<file path="config.mk">
export PLATFORM = sky130hd
export DESIGN_NAME = snoopCycleQualifier
export DESIGN_NICKNAME = d
export VERILOG_FILES = /design/src/rtl/snoopQualPkg.sv /design/src/rtl/qualDatapath.sv /design/src/rtl/qualCtrl.sv /design/src/rtl/snoopCycleQualifier.sv
export SDC_FILE = /design/constraint.sdc
export NUM_CORES = 1
export LEC_CHECK = 0
export ABC_AREA = 1
export BUFFER_PORTS_ARGS = -buffer_cell sky130_fd_sc_hd__buf_2
export CAP_MARGIN = 25
export CORE_AREA = 2 2 39 41
export CTS_CLUSTER_SIZE = 12
export DETAILED_ROUTE_END_ITERATION = 8
export DIE_AREA = 0 0 41 43
export GPL_TIMING_DRIVEN = 0
export HOLD_SLACK_MARGIN = 0.15
export PLACE_DENSITY_LB_ADDON = 0.12
export SLEW_MARGIN = 10
export SYNTH_ARGS = -nofsm -noshare
export SYNTH_HDL_FRONTEND = slang
export SYNTH_HIERARCHICAL = 1
export SYNTH_SLANG_ARGS = --single-unit
</file>
<file path="constraint.sdc">
create_clock -name clk -period 2 [get_ports clk]
set_input_delay 0.3 -clock clk [delete_from_list [all_inputs] [get_ports clk]]
set_output_delay 0.3 -clock clk [all_outputs]
set_load 0.02 [all_outputs]
</file>
<file path="src/rtl/snoopQualPkg.sv">
package snoopQualPkg;

  // bit positions inside the packed raw input vector
  localparam int IDX_START = 0;
  localparam int IDX_MEM   = 1;
  localparam int IDX_REG   = 2;
  localparam int IDX_WR    = 3;
  localparam int IDX_GBL   = 4;
  localparam int IDX_HOLD  = 5;
  localparam int IDX_RETRY = 6;
  localparam int IN_W      = 7;

  // registered bus view, active-high
  typedef struct packed {
    logic start;
    logic memHit;
    logic regHit;
    logic isWrite;
    logic isGlobal;
    logic holdOk;
    logic retry;
  } busIn_t;

  // control-to-datapath strobes
  typedef struct packed {
    logic latch;
    logic respond;
    logic kill;
    logic flagErr;
  } ctrlStrb_t;

  typedef enum logic [1:0] {
    ST_IDLE   = 2'd0,
    ST_HOLD   = 2'd1,
    ST_WINDOW = 2'd2
  } qualState_e;

endpackage

</file>
<file path="src/rtl/qualDatapath.sv">
module qualDatapath
  import snoopQualPkg::*;
#(
  parameter int IN_BITS = IN_W
) (
  input  logic               clk,
  input  logic               rstN,
  input  logic [IN_BITS-1:0] rawN,
  input  ctrlStrb_t          strb,
  output busIn_t             bus,
  output logic               attrMem,
  output logic               attrWrite,
  output logic               respond,
  output logic               killRead,
  output logic               killWrite,
  output logic               globalErr
);

  logic [IN_BITS-1:0] syncN;

  // one register per input, reset to the inactive (high) level
  for (genvar i = 0; i < IN_BITS; i++) begin : g_inReg
    always_ff @(posedge clk or negedge rstN) begin
      if (!rstN) syncN[i] <= 1'b1;
      else       syncN[i] <= rawN[i];
    end
  end

  // decode to active-high; memory hit wins over register hit
  always_comb begin
    bus.start    = ~syncN[IDX_START];
    bus.memHit   = ~syncN[IDX_MEM];
    bus.regHit   = ~syncN[IDX_REG] & syncN[IDX_MEM];
    bus.isWrite  = ~syncN[IDX_WR];
    bus.isGlobal = ~syncN[IDX_GBL];
    bus.holdOk   = syncN[IDX_HOLD];
    bus.retry    = ~syncN[IDX_RETRY];
  end

  // per-cycle attributes captured at acceptance
  always_ff @(posedge clk or negedge rstN) begin
    if (!rstN) begin
      attrMem   <= 1'b0;
      attrWrite <= 1'b0;
    end else if (strb.latch) begin
      attrMem   <= bus.memHit;
      attrWrite <= bus.isWrite;
    end
  end

  // registered outputs
  always_ff @(posedge clk or negedge rstN) begin
    if (!rstN) begin
      respond   <= 1'b0;
      killRead  <= 1'b0;
      killWrite <= 1'b0;
      globalErr <= 1'b0;
    end else begin
      respond   <= strb.respond;
      killRead  <= strb.kill & ~attrWrite;
      killWrite <= strb.kill & attrWrite;
      globalErr <= strb.flagErr;
    end
  end

endmodule

</file>
<file path="src/rtl/qualCtrl.sv">
module qualCtrl
  import snoopQualPkg::*;
#(
  parameter int RETRY_WIN = 2
) (
  input  logic      clk,
  input  logic      rstN,
  input  busIn_t    bus,
  input  logic      attrMem,
  output ctrlStrb_t strb,
  output logic      holdPhase
);

  localparam int CNT_RAW = $clog2(RETRY_WIN + 1);
  localparam int CNT_W   = (CNT_RAW < 2) ? 2 : CNT_RAW;
  localparam logic [CNT_W-1:0] LAST_IDX = CNT_W'(RETRY_WIN - 1);
  localparam bit HOLD_IN_WIN = (RETRY_WIN >= 2);
  localparam bit HAS_TAIL    = (RETRY_WIN > 2);

  qualState_e       state, stateNx;
  logic [CNT_W-1:0] cnt, cntNx;
  logic             pendKill, pendNx;
  logic             retryNow;

  always_comb begin
    stateNx  = state;
    cntNx    = cnt;
    pendNx   = pendKill;
    strb     = '0;
    retryNow = 1'b0;
    unique case (state)
      ST_IDLE: begin
        if (bus.start && (bus.memHit || bus.regHit)) begin
          strb.latch   = 1'b1;
          strb.flagErr = bus.regHit & bus.isGlobal;
          pendNx       = bus.memHit & bus.retry;
          cntNx        = CNT_W'(1);
          stateNx      = ST_HOLD;
        end
      end
      ST_HOLD: begin
        retryNow = HOLD_IN_WIN & attrMem & bus.retry;
        pendNx   = 1'b0;
        if (!bus.holdOk) begin
          stateNx = ST_IDLE;
        end else begin
          strb.respond = 1'b1;
          if (pendKill || retryNow) begin
            strb.kill = 1'b1;
            stateNx   = ST_IDLE;
          end else if (HAS_TAIL) begin
            cntNx   = CNT_W'(2);
            stateNx = ST_WINDOW;
          end else begin
            stateNx = ST_IDLE;
          end
        end
      end
      ST_WINDOW: begin
        retryNow = attrMem & bus.retry;
        if (retryNow) begin
          strb.kill = 1'b1;
          stateNx   = ST_IDLE;
        end else if (cnt == LAST_IDX) begin
          stateNx = ST_IDLE;
        end else begin
          cntNx = cnt + CNT_W'(1);
        end
      end
      default: stateNx = ST_IDLE;
    endcase
  end

  always_ff @(posedge clk or negedge rstN) begin
    if (!rstN) begin
      state    <= ST_IDLE;
      cnt      <= '0;
      pendKill <= 1'b0;
    end else begin
      state    <= stateNx;
      cnt      <= cntNx;
      pendKill <= pendNx;
    end
  end

  assign holdPhase = (state == ST_HOLD);

endmodule

</file>
<file path="src/rtl/snoopCycleQualifier.sv">
module snoopCycleQualifier
  import snoopQualPkg::*;
#(
  parameter int RETRY_WIN = 2
) (
  input  logic clk,
  input  logic rstN,
  input  logic xferStartN,
  input  logic memSelN,
  input  logic regSelN,
  input  logic writeN,
  input  logic globalN,
  input  logic cacheHoldN,
  input  logic retryN,
  output logic respond,
  output logic killRead,
  output logic killWrite,
  output logic globalErr
);

  logic [IN_W-1:0] rawN;
  busIn_t          bus;
  ctrlStrb_t       strb;
  logic            attrMem;
  logic            attrWrite;
  logic            holdPhase;

  always_comb begin
    rawN            = '1;
    rawN[IDX_START] = xferStartN;
    rawN[IDX_MEM]   = memSelN;
    rawN[IDX_REG]   = regSelN;
    rawN[IDX_WR]    = writeN;
    rawN[IDX_GBL]   = globalN;
    rawN[IDX_HOLD]  = cacheHoldN;
    rawN[IDX_RETRY] = retryN;
  end

  qualDatapath #(.IN_BITS(IN_W)) u_dp (
    .clk       (clk),
    .rstN      (rstN),
    .rawN      (rawN),
    .strb      (strb),
    .bus       (bus),
    .attrMem   (attrMem),
    .attrWrite (attrWrite),
    .respond   (respond),
    .killRead  (killRead),
    .killWrite (killWrite),
    .globalErr (globalErr)
  );

  qualCtrl #(.RETRY_WIN(RETRY_WIN)) u_ctrl (
    .clk       (clk),
    .rstN      (rstN),
    .bus       (bus),
    .attrMem   (attrMem),
    .strb      (strb),
    .holdPhase (holdPhase)
  );

endmodule

</file>
======== Word level (Yosys, flattened, before mapping) ========
Cells that the tools add are included.
W data, S select, Z words.
word-level totals
  flip-flop bits (word level) ............. 18
  bits of input ports ..................... 9
  output and inout port bits .............. 4
  logic and storage cells ................. 64
operators by class
  add/sub/neg operators ................... 1
  equal/unequal tests ..................... 7
  mux-type cells .......................... 18
  bitwise logic cells ..................... 13
  reduce and logical (&&, ||, !) cells .... 9
operators by type and width
  kind                   count
  $mux W2                6
  $mux W1                8
  $pmux W2 S2            2
  $not A1 Y1             7
  $and A1 B1 Y1          6
  $eq A2 B1 Y1 const B   2
  $ne A2 B2 Y1 const B   2
  $pmux W1 S2            2
  $reduce_and A2 Y1      2
  $reduce_and A4 Y1      1
  $reduce_bool A2 Y1     2
  $ne A3 B1 Y1 const B   1
  $add A2 B1 Y2 const B  1
  $eq A2 B2 Y1 const B   1
  $logic_not A2 Y1       1
  $logic_or A1 B1 Y1     2
  $ne A2 B1 Y1 const B   1
  $logic_and A1 B1 Y1    1

======== Depth between registers and ports, before layout ========
Gate-level depths: netlist of run 1.
  word-level depth ........................ 7
  mapped depth ............................ 7
  mapped depth without buffers ............ 7

======== Hierarchy ========
Netlist of run 1, hierarchy kept.
modules (own cells, without submodules)
  module        times used  cells an instance  area an instance (sq um)  seq. area each (sq um)
  qualDatapath  1           31                 405.4                     334.1
  qualCtrl      1           20                 132.6                     50.0

======== Worst setup path before layout of run 1 ========
OpenSTA, ideal clock, no wires.
  path type ............................... register -> register
  from .................................... reg u_dp.syncN[1]
  to ...................................... reg u_dp.attrWrite
  setup time .............................. 0.116 ns
  arrival ................................. 1.147 ns
  data required time ...................... 1.884 ns
  path slack .............................. 0.736 ns
  stages on the path, launching flop included .. 8
  path buffers ............................ 0
  clock period less this slack ............ 1.264 ns
  path through ............................ dfstp_2 > inv_1 > nor2_1 > o21ai_2 > nor2_1 > inv_1 > nand2_1 > nand2_1
RTL lines
  item                             RTL line            text
  start, declared                  qualDatapath.sv:19  logic [IN_BITS-1:0] syncN;
  start signal, assigned by index  qualDatapath.sv:25  else syncN[i] <= rawN[i];
  end signal, assigned             qualDatapath.sv:47  attrWrite <= bus.isWrite;
  end, declared                    qualDatapath.sv:12  output logic attrWrite,

==> impl_metrics.yaml, run 1 <==
global_routing:
  grt_usage_pct: 11.90
  grt_pass1_wl_um: 1331
  grt_pass1_vias: 369
  overflow: 0
  grt_max_degree: 16
  antenna_found_initial: 0
die:
  row_count: 14
  die_area_sq_um: 1763
  initial_utilization_pct: 38.88
  coreArea_sq_um: 1384
  fp.dieW_um: 41
  ios: 13
  dieHeight_um: 43
job:
  cap_violations: 0
synth:
  syn-cell-area_sq_um: 538.0
  synth_cell_type_count: 11
  synth-seq-area-share_pct: 71.40
  synthesis.nets: 60
  synth-seq-cells: 15
  synth_top_cell_area_share_pct: 37.21
  yosys_warnings: 6
  synth_top_cell_by_area: "dfrtp_1"
  synth_area_leaders: "dfrtp_1 37%, dfstp_2 34%, inv_1 8.4%"
  avgSynthCellArea_sq_um: 10.55
  synthCells: 51
sta:
  setup-violations-final: 0
  finalCritPeriodShare_pct: 70.17
  clock_skew_ns: 0.002278
  fmax_mhz: 712.5
  relSlewSlack_pct: 78.09
  setup_tns_ns: 0
  hold_viol: 0
  rsz0062_at_grt: "no"
  drv_slew: 0
  min_period_ns: 1.403
  tightest_slew_ns: 0.3286
  holdWs_ns: 0.4400
layout:
  stdcell_area_sq_um: 724.4
  drive_above_1_share_pct: 33.33
  final-instance-count-excl-fill: 91
  syn_to_final_growth_pct: 34.65
  final_nets: 85
  antenna-diode-count: 0
  mostFrequentLayoutCells: "12 x buf_2, 12 x inv_1, 11 x nand2_1"
drt:
  antenna_left: 0
  routed_wl_um: 812
  dr.pass1.iters: 4
  viasPerCell: 4.066
  drt_iter0_drc: 11
  vias: 370
  drc: 0
  wl_per_cell_um: 8.923
setup_path:
  critical_path_class: "register to register"
  crit_path_end_kind: "register"
  cp_max_fo: 5
  crit_arrival_ns: 1.58
  rr_worst_depth: 7
  cp.required_ns: 2.18
  critPathLaunchType: "register"
clocking:
  cts.sinks: 15
  cts_resized: 0
  cts_buffers: 3
  clockBufferDepth: 2
  htreeDepth: 1
  path_clk_slew_ns: 0.08
  tritoncts: "built"
  clk_latency_ns: 0.28
  cts_root_buf: "clkbuf_4"
place:
  dp.cells: 79
  gp_congestion: 0.7391
  placed_area_sq_um: 618.1
  io_buffers: 12
  dpl.hpwl_um: 470.5
power_and_ir_drop:
  peakVddDrop_uv: 399.7
  p_total_w: 0.0005645
  p_leak_nw: 0.4010
  power_density_nw_per_um2: 779.2
worst_hold_path:
  hold_class: "input pin to asynchronous set/reset pin"
status:
  outcome: "finished, final reports clean"
registers in the layout, summed over array words and instances, names as in the netlist:
| name | flops |
|---|---|
| u_dp/syncN | 6 |
| u_ctrl/pendKill | 1 |
| u_ctrl/state | 1 |
| u_dp/attrMem | 1 |
| u_dp/attrWrite | 1 |
| u_dp/bus | 1 |
| u_dp/globalErr | 1 |
| u_dp/killRead | 1 |
| u_dp/killWrite | 1 |
| u_dp/respond | 1 |
metal layers:
| metal | GRT usage [%] | wire [um] |
|---|---|---|
| met5 | 0 | 0 |
| met4 | 8.000 | 12 |
| met3 | 3.141 | 47 |
| met2 | 18.44 | 384 |
| met1 | 13.45 | 366 |
critical path, stage by stage, from the launching register on:
cell and delay (ns):
dfstp_2 0.52, inv_1 0.08, nor2_1 0.21, o21ai_2 0.13, nor2_1 0.18, inv_1 0.08
nand2_1 0.06, nand2_1 0.05
synthesized netlist by cell type:
| cell type | instances |
|---|---|
| inv_1 | 12 |
| nand2_1 | 11 |
| dfrtp_1 | 8 |
| dfstp_2 | 7 |
| nor2_1 | 7 |
| a21oi_1 | 1 |
| buf_4 | 1 |
| nand3_1 | 1 |
| nand3_2 | 1 |
| nor3_1 | 1 |
| o21ai_2 | 1 |
timing repair:
item	CTS	global route
endpoints found under the hold margin	15	0
setup buffers	0	0
hold buffers	8	0
final cells by class:
class | count | area, sq um
Timing Repair Buffer | 20 | 140.1
Buffer | 1 | 7.507
Inverter | 12 | 45.04
Fill cell | 134 | 659.4
Multi-Input combinational cell | 23 | 101.3
Sequential cell | 15 | 384.1
Tap cell | 16 | 20.02
Clock buffer | 4 | 26.28
power by group:
part	internal (W)	total, W	switching (W)	leakage, nW
Sequential	0.000328	0.000337	0.00000933	0.180
Clock	0.0000775	0.000170	0.0000926	0.0150
Combinational	0.0000279	0.0000574	0.0000295	0.206
metrics by stage:
step                utilization [%]  setup slack [ns]
global placement              44.67            0.6016
CTS                           52.35            0.5982
finish                        52.35            0.5966
floorplan                         -            0.7363
detailed placement            44.67            0.6171
global route                  52.35            0.4518
worst paths after layout:
kind | start | to | slack, ns
min in group clk | u_dp/attrWrite$_DFFE_PN0P_ | u_dp/killRead$_DFF_PN0_ | 0.46
max in group asynchronous | rstN | u_dp/syncN[2]$_DFF_PN1_ | 1.27
min | rstN | u_dp/killRead$_DFF_PN0_ | 0.44
max | u_dp/syncN[1]$_DFF_PN1_ | u_dp/attrMem$_DFFE_PN0P_ | 0.60
max reg2reg | u_dp/syncN[1]$_DFF_PN1_ | u_dp/attrMem$_DFFE_PN0P_ | 0.60
min reg2reg | u_dp/attrWrite$_DFFE_PN0P_ | u_dp/killRead$_DFF_PN0_ | 0.46
kinds of logic after synthesis:
| group | Yosys count | synth area share [%] |
|---|---|---|
| AO/OA/AOI/OAI | 2 | 2.558 |
| buffers and inverters | 13 | 9.767 |
| AND/OR/NAND/NOR | 21 | 16.28 |
| flip-flops | 15 | 71.40 |
(Power assumes the default switching activity.)
==> run 2: changes to the inputs <==
==> constraint.sdc (replaced) <==
create_clock -name clk -period 1.35 [get_ports clk]
set_input_delay 0.2025 -clock clk [delete_from_list [all_inputs] [get_ports clk]]
set_output_delay 0.2025 -clock clk [all_outputs]
set_load 0.02 [all_outputs]
==> run 2 against run 1 <==
  * Sequential power increased by 49%
  * Design area increased by 1.4%
  * Largest cell class unchanged
  * Sequential share of layout area decreased by 0.72 points
  * Register-to-register slack got worse by 0.50 ns
  * Total power increased by 49%
==> impl_metrics.yaml, run 2 (synthesis gave the netlist of run 1 again) <==
layout:
  largest_reg_flops: 6
  mostFrequentLayoutCells: "12 x buf_2, 11 x nand2_1, 11 x inv_1"
  largest_register: "u_dp/syncN"
  drive_above_1_share_pct: 37.33
  final_nets: 85
  syn_to_final_growth_pct: 36.51
  antenna-diode-count: 0
  stdcell_area_sq_um: 734.5
  layout_commonest_cell: "buf_2"
setup_path:
  path_cells: "inv_2 > nor2_4 > o21ai_2 > nor2_2 > inv_1 > nand2_1 > nand2_1"
  r2r-start: "u_dp/syncN[1]$_DFF_PN1_"
  r2r_setup_slack_ns: 0.10
  slowest_stage: "dfstp_2"
  critical_path_class: "register to register"
  cp_max_fo: 5
  rr_endpoint: "u_dp/attrMem$_DFFE_PN0P_"
  cp.required_ns: 1.53
  rr_worst_depth: 7
  path_common_cell: "nand2_1"
  critPathLaunchType: "register"
  crit_arrival_ns: 1.43
  cpPeakStageDelay_ns: 0.53
  crit_path_end_kind: "register"
sta:
  clock_skew_ns: 0.002018
  min_period_ns: 1.249
  setup-violations-final: 0
  hold_viol: 0
  relSlewSlack_pct: 77.74
  fmax_mhz: 800.4
  worst_slack_ns: 0.1006
  rsz0062_at_grt: "no"
  setup_tns_ns: 0
  finalCritPeriodShare_pct: 92.55
  tightest_slew_ns: 0.3339
  drv_slew: 0
  holdWs_ns: 0.3481
global_routing:
  grt_max_degree: 16
  grt_pass1_vias: 368
  grt_pass1_wl_um: 1317
  grt_usage_pct: 11.79
  antenna_found_initial: 0
  overflow: 0
job:
  cap_violations: 0
drt:
  dr.pass1.iters: 4
  vias: 370
  viasPerCell: 4.066
  wl_per_cell_um: 9.033
  drt_iter0_drc: 7
  routed_wl_um: 822
  drc: 0
  antenna_left: 0
power_and_ir_drop:
  power_density_nw_per_um2: 1142
  peakVddDrop_uv: 594.3
  p_total_w: 0.0008388
  p_leak_nw: 0.3999
clocking:
  tritoncts: "built"
  cts.sinks: 15
  cts_setup_buffers: 0
  clk_latency_ns: 0.28
  cts_buffers: 3
  path_clk_slew_ns: 0.08
  clockBufferDepth: 2
  cts_root_buf: "clkbuf_4"
  htreeDepth: 1
die:
  coreArea_sq_um: 1384
  ios: 13
  fp.dieW_um: 41
  row_count: 14
  die_area_sq_um: 1763
  dieHeight_um: 43
  initial_utilization_pct: 38.88
place:
  preCtsSetupSlack_ns: -0.03294
  placed_area_sq_um: 618.1
  io_buffers: 12
  dpl.hpwl_um: 470.5
  gp_congestion: 0.7391
status:
  outcome: "finished, final reports clean"
worst_hold_path:
  hold_class: "input pin to asynchronous set/reset pin"
run 2: cell counts in the layout (fill, tap and decap cells not counted):
No cell type changed its count.
run 2: how the worst max path moves through the flow:
stage          slack, ns                    start                          to  depth (start not counted)
2_1_floorplan       0.09  u_dp/syncN[1]$_DFF_PN1_  u_dp/attrWrite$_DFFE_PN0P_                          7
3_3_place_gp       -0.05  u_dp/syncN[1]$_DFF_PN1_  u_dp/attrWrite$_DFFE_PN0P_                          7
3_5_place_dp       -0.03  u_dp/syncN[1]$_DFF_PN1_  u_dp/attrWrite$_DFFE_PN0P_                          7
4_1_cts             0.02  u_dp/syncN[1]$_DFF_PN1_  u_dp/attrWrite$_DFFE_PN0P_                          7
5_1_grt            0.008  u_dp/syncN[1]$_DFF_PN1_  u_dp/attrWrite$_DFFE_PN0P_                          7
6_report            0.10  u_dp/syncN[1]$_DFF_PN1_    u_dp/attrMem$_DFFE_PN0P_                          7
run 2: metal layers:
layer	part of all wire (%)	global-route usage (%)	routed length [um]	up-vias
li1	-	-	-	192
met1	46	13.10	375	164
met2	49	18.44	404	14
met3	5.1	3.141	42	0
met4	0	8.000	0	0
met5	0	0	0	-
run 2: worst max-delay path: cells and delay by family (launching register included):
family	cells	cell delay, ns
DFF	1	0.53
AOI/OAI and AO/OA	1	0.10
buffers and inverters	2	0.13
and+or+nand+nor	4	0.38
run 2: per-stage QoR:
step,cells,util [%]
after floorplan,51,-
after global placement,79,44.67
after detailed placement,79,44.67
after CTS,91,52.53
after global routing,91,53.07
final,91,53.07
run 2: area by class of cell:
type | count | area [sq um]
Sequential cell | 15 | 384.1
Fill cell | 136 | 649.4
Timing Repair Buffer | 20 | 140.1
Tap cell | 16 | 20.02
Buffer | 1 | 7.507
Inverter | 12 | 45.04
Clock buffer | 4 | 26.28
Multi-Input combinational cell | 23 | 111.4
run 2: power by group:
| part | internal, W | switching (W) | leakage, nW |
|---|---|---|---|
| logic | 0.0000429 | 0.0000455 | 0.205 |
| registers | 0.000486 | 0.0000152 | 0.180 |
| clock network | 0.000115 | 0.000135 | 0.0150 |
| total | 0.000643 | 0.000196 | 0.400 |
run 2: repair_timing:
action                                  CTS  global route
pin swaps                                 0             1
endpoints found under the setup margin    2             2
cloned                                    0             0
hold endpoints to repair                 22             0
gates resized for setup                   1             3
hold buffers                              8             0
==> run 3: changes to the inputs <==
--- a/config.mk
+++ b/config.mk
@@ -5,13 +5,13 @@
 export SDC_FILE = /design/constraint.sdc
 export NUM_CORES = 1
 export LEC_CHECK = 0
-export ABC_AREA = 1
 export BUFFER_PORTS_ARGS = -buffer_cell sky130_fd_sc_hd__buf_2
 export CAP_MARGIN = 25
 export CORE_AREA = 2 2 39 41
 export CTS_CLUSTER_SIZE = 12
 export DETAILED_ROUTE_END_ITERATION = 8
 export DIE_AREA = 0 0 41 43
+export GPL_ROUTABILITY_DRIVEN = 0
 export GPL_TIMING_DRIVEN = 0
 export HOLD_SLACK_MARGIN = 0.15
 export PLACE_DENSITY_LB_ADDON = 0.12
==> run 3 against run 2 <==
  * Total power grew 1.2%
  * Clock power shrank 3%
  * Routed wire length grew 3.3%
  * Count of clock-buffer cells in the layout is the same
  * Flip-flop and latch count is the same
  * Hold slack lost 0.0067 ns
  * Sequential power is essentially flat
  * Clock skew grew 0.0014 ns
  * Synthesized cell count shrank 29%
  * Synthesized area shrank 2.6%
  * Design area grew 1.2%
  * Critical endpoint unchanged
  * Largest cell class unchanged
==> impl_metrics.yaml, run 3 <==
global_routing:
  antenna_found_initial: 0
  grt_usage_pct: 13.26
  grt_max_degree: 16
  overflow: 0
  groute.layer.met1.usage_pct: 12.85
  grt_pass1_wl_um: 1462
  use_met3_pct: 3.141
  grt_busiest_layer: "met2"
  grt_pass1_vias: 382
  use_met2_pct: 21.25
synth:
  avgSynthCellArea_sq_um: 14.56
  syn-cell-area_sq_um: 524.3
  synth_cell_type_count: 15
  synth_top_cell_by_area: "dfrtp_1"
  synth_edf_count: 0
  synthCells: 36
  synth_area_leaders: "dfrtp_1 38%, dfstp_2 35%, inv_1 4.3%"
  synth_flop_cell: "dfrtp_1"
  synthesis.nets: 45
  synth_most_common_cell: "dfrtp_1"
  synth-seq-cells: 15
  synth_top_cell_area_share_pct: 38.19
  yosys_warnings: 6
  synth_common_cells: "8 x dfrtp_1, 7 x dfstp_2, 6 x inv_1"
  synth-seq-area-share_pct: 73.27
  async_flop_share_pct: 100.0
sta:
  hold_viol: 0
  drv_slew: 0
  relSlewSlack_pct: 78.62
  clock_skew_ns: 0.003412
  setup-violations-final: 0
  finalCritPeriodShare_pct: 98.38
  rsz0062_at_grt: "yes"
  holdWs_ns: 0.3414
  min_period_ns: 1.328
  tightest_slew_ns: 0.3208
  fmax_mhz: 753.0
clocking:
  tritoncts: "built"
  cts.sinks: 15
  cts_root_buf: "clkbuf_4"
  path_clk_slew_ns: 0.08
  htreeDepth: 1
  clk_latency_ns: 0.27
  clockBufferDepth: 2
  cts_buffers: 3
die:
  dieHeight_um: 43
  die_area_sq_um: 1763
  coreArea_sq_um: 1384
  initial_utilization_pct: 37.88
  row_count: 14
  fp.dieW_um: 41
  ios: 13
status:
  outcome: "finished, final reports clean"
setup_path:
  path_cells: "inv_4 > nor2_4 > o211a_1 > mux2_4"
  cp.required_ns: 1.51
  critical_path_class: "register to register"
  crit_arrival_ns: 1.49
  critPathLaunchType: "register"
  cp_max_fo: 4
  crit_path_end_kind: "register"
  cpPeakStageDelay_ns: 0.55
  path_delay_family: "flip-flops"
  slowest_stage: "dfstp_2"
  crit_buf_inv: 1
layout:
  antenna-diode-count: 0
  drive_above_1_share_pct: 48.39
  largest_register: "u_dp/syncN"
  mostFrequentLayoutCells: "12 x buf_2, 8 x dlygate4sd3_1, 8 x dfrtp_1"
  final_nets: 72
  layout_commonest_cell: "buf_2"
  stdcell_area_sq_um: 743.2
  n_fill_cell: 113
  syn_to_final_growth_pct: 41.77
  finish.utilization_pct: 53.71
  largest_reg_flops: 6
power_and_ir_drop:
  peakVddDrop_uv: 551.5
  power_density_nw_per_um2: 1142
  p_leak_nw: 0.3854
worst_hold_path:
  hold_class: "input pin to asynchronous set/reset pin"
drt:
  drt_iter0_drc: 2
  antenna_left: 0
  dr.pass1.iters: 3
  vias: 337
  wl_per_cell_um: 10.88
  viasPerCell: 4.321
  drc: 0
  routed_wl_um: 849
place:
  dpl.hpwl_um: 603.9
  io_buffers: 12
  placed_area_sq_um: 606.8
job:
  cap_violations: 0
==> run 3: power breakdown <==
group          internal [W]  switching, W  total [W]
Sequential         0.000488     0.0000154   0.000504
Clock              0.000115      0.000128   0.000243
Combinational     0.0000609     0.0000410   0.000102
==> run 3: layout make-up <==
type / count / area (sq um) / area share (%)
plain buffers: 1 / 7.507 / 1.010
clock buffers: 4 / 26.28 / 3.535
inverters: 6 / 25.02 / 3.367
multi-input cells: 14 / 125.1 / 16.84
flip-flops and latches: 15 / 384.1 / 51.68
well taps: 16 / 20.02 / 2.694
repair buffers: 22 / 155.1 / 20.88
==> run 3: cell families (layout without fill, tap and decap cells) <==
group           Yosys count  after routing  synth area share, %
buf+inv                   7             33                5.728
flops                    15             15                73.27
mux                       2              2                4.296
simple gates              7              7                9.308
compound gates            5              5                7.397
==> run 3: stage by stage <==
stage / power (W) / cells / setup slack [ns] / setup TNS (ns)
2_1_floorplan: 0.0005480 / 36 / 0.01585 / 0
3_3_place_gp: 0.0005768 / 64 / -0.05109 / -0.09963
3_5_place_dp: 0.0005816 / 64 / -0.06835 / -0.1320
4_1_cts: 0.0008512 / 77 / 0.001914 / 0
5_1_grt: 0.0009054 / 78 / -0.02122 / -0.03247
6_report: 0.0008485 / 78 / 0.02192 / 0
==> run 3: path summary, 6_finish.rpt <==
check                                           startpoint                        to  slack, ns  cells past startpoint
worst min-delay path                                  rstN  u_dp/globalErr$_DFF_PN0_       0.34                      2
worst max register to register     u_dp/syncN[1]$_DFF_PN1_  u_dp/attrMem$_DFFE_PN0P_       0.02                      4
worst max-delay path               u_dp/syncN[1]$_DFF_PN1_  u_dp/attrMem$_DFFE_PN0P_       0.02                      4
worst min register to register  u_dp/attrWrite$_DFFE_PN0P_   u_dp/killRead$_DFF_PN0_       0.46                      1
max in group asynchronous                             rstN   u_dp/syncN[1]$_DFF_PN1_       0.72                      2
min in group clk                u_dp/attrWrite$_DFFE_PN0P_   u_dp/killRead$_DFF_PN0_       0.46                      1
==> run 3: repair_timing <==
item	CTS	global route
hold buffers	8	0
resized for setup	0	5
setup endpoints to repair	2	3
setup buffers	1	1
hold endpoints to repair	22	0
pin swaps	2	2
==> run 3: worst reg2reg max path: cells and delay by family, from the launching register on <==
family	cells	cell delay [ns]
AND/OR/NAND/NOR	1	0.09
AO/OA/AOI/OAI	1	0.22
multiplexers	1	0.31
flip-flops	1	0.55
buffers and inverters	1	0.05
==> run 3: per-layer routing <==
layer,share of wire (%),vias up
met2,53,12
met5,0,-
li1,-,167
met4,1.2,0
met1,39,156
met3,6.0,2
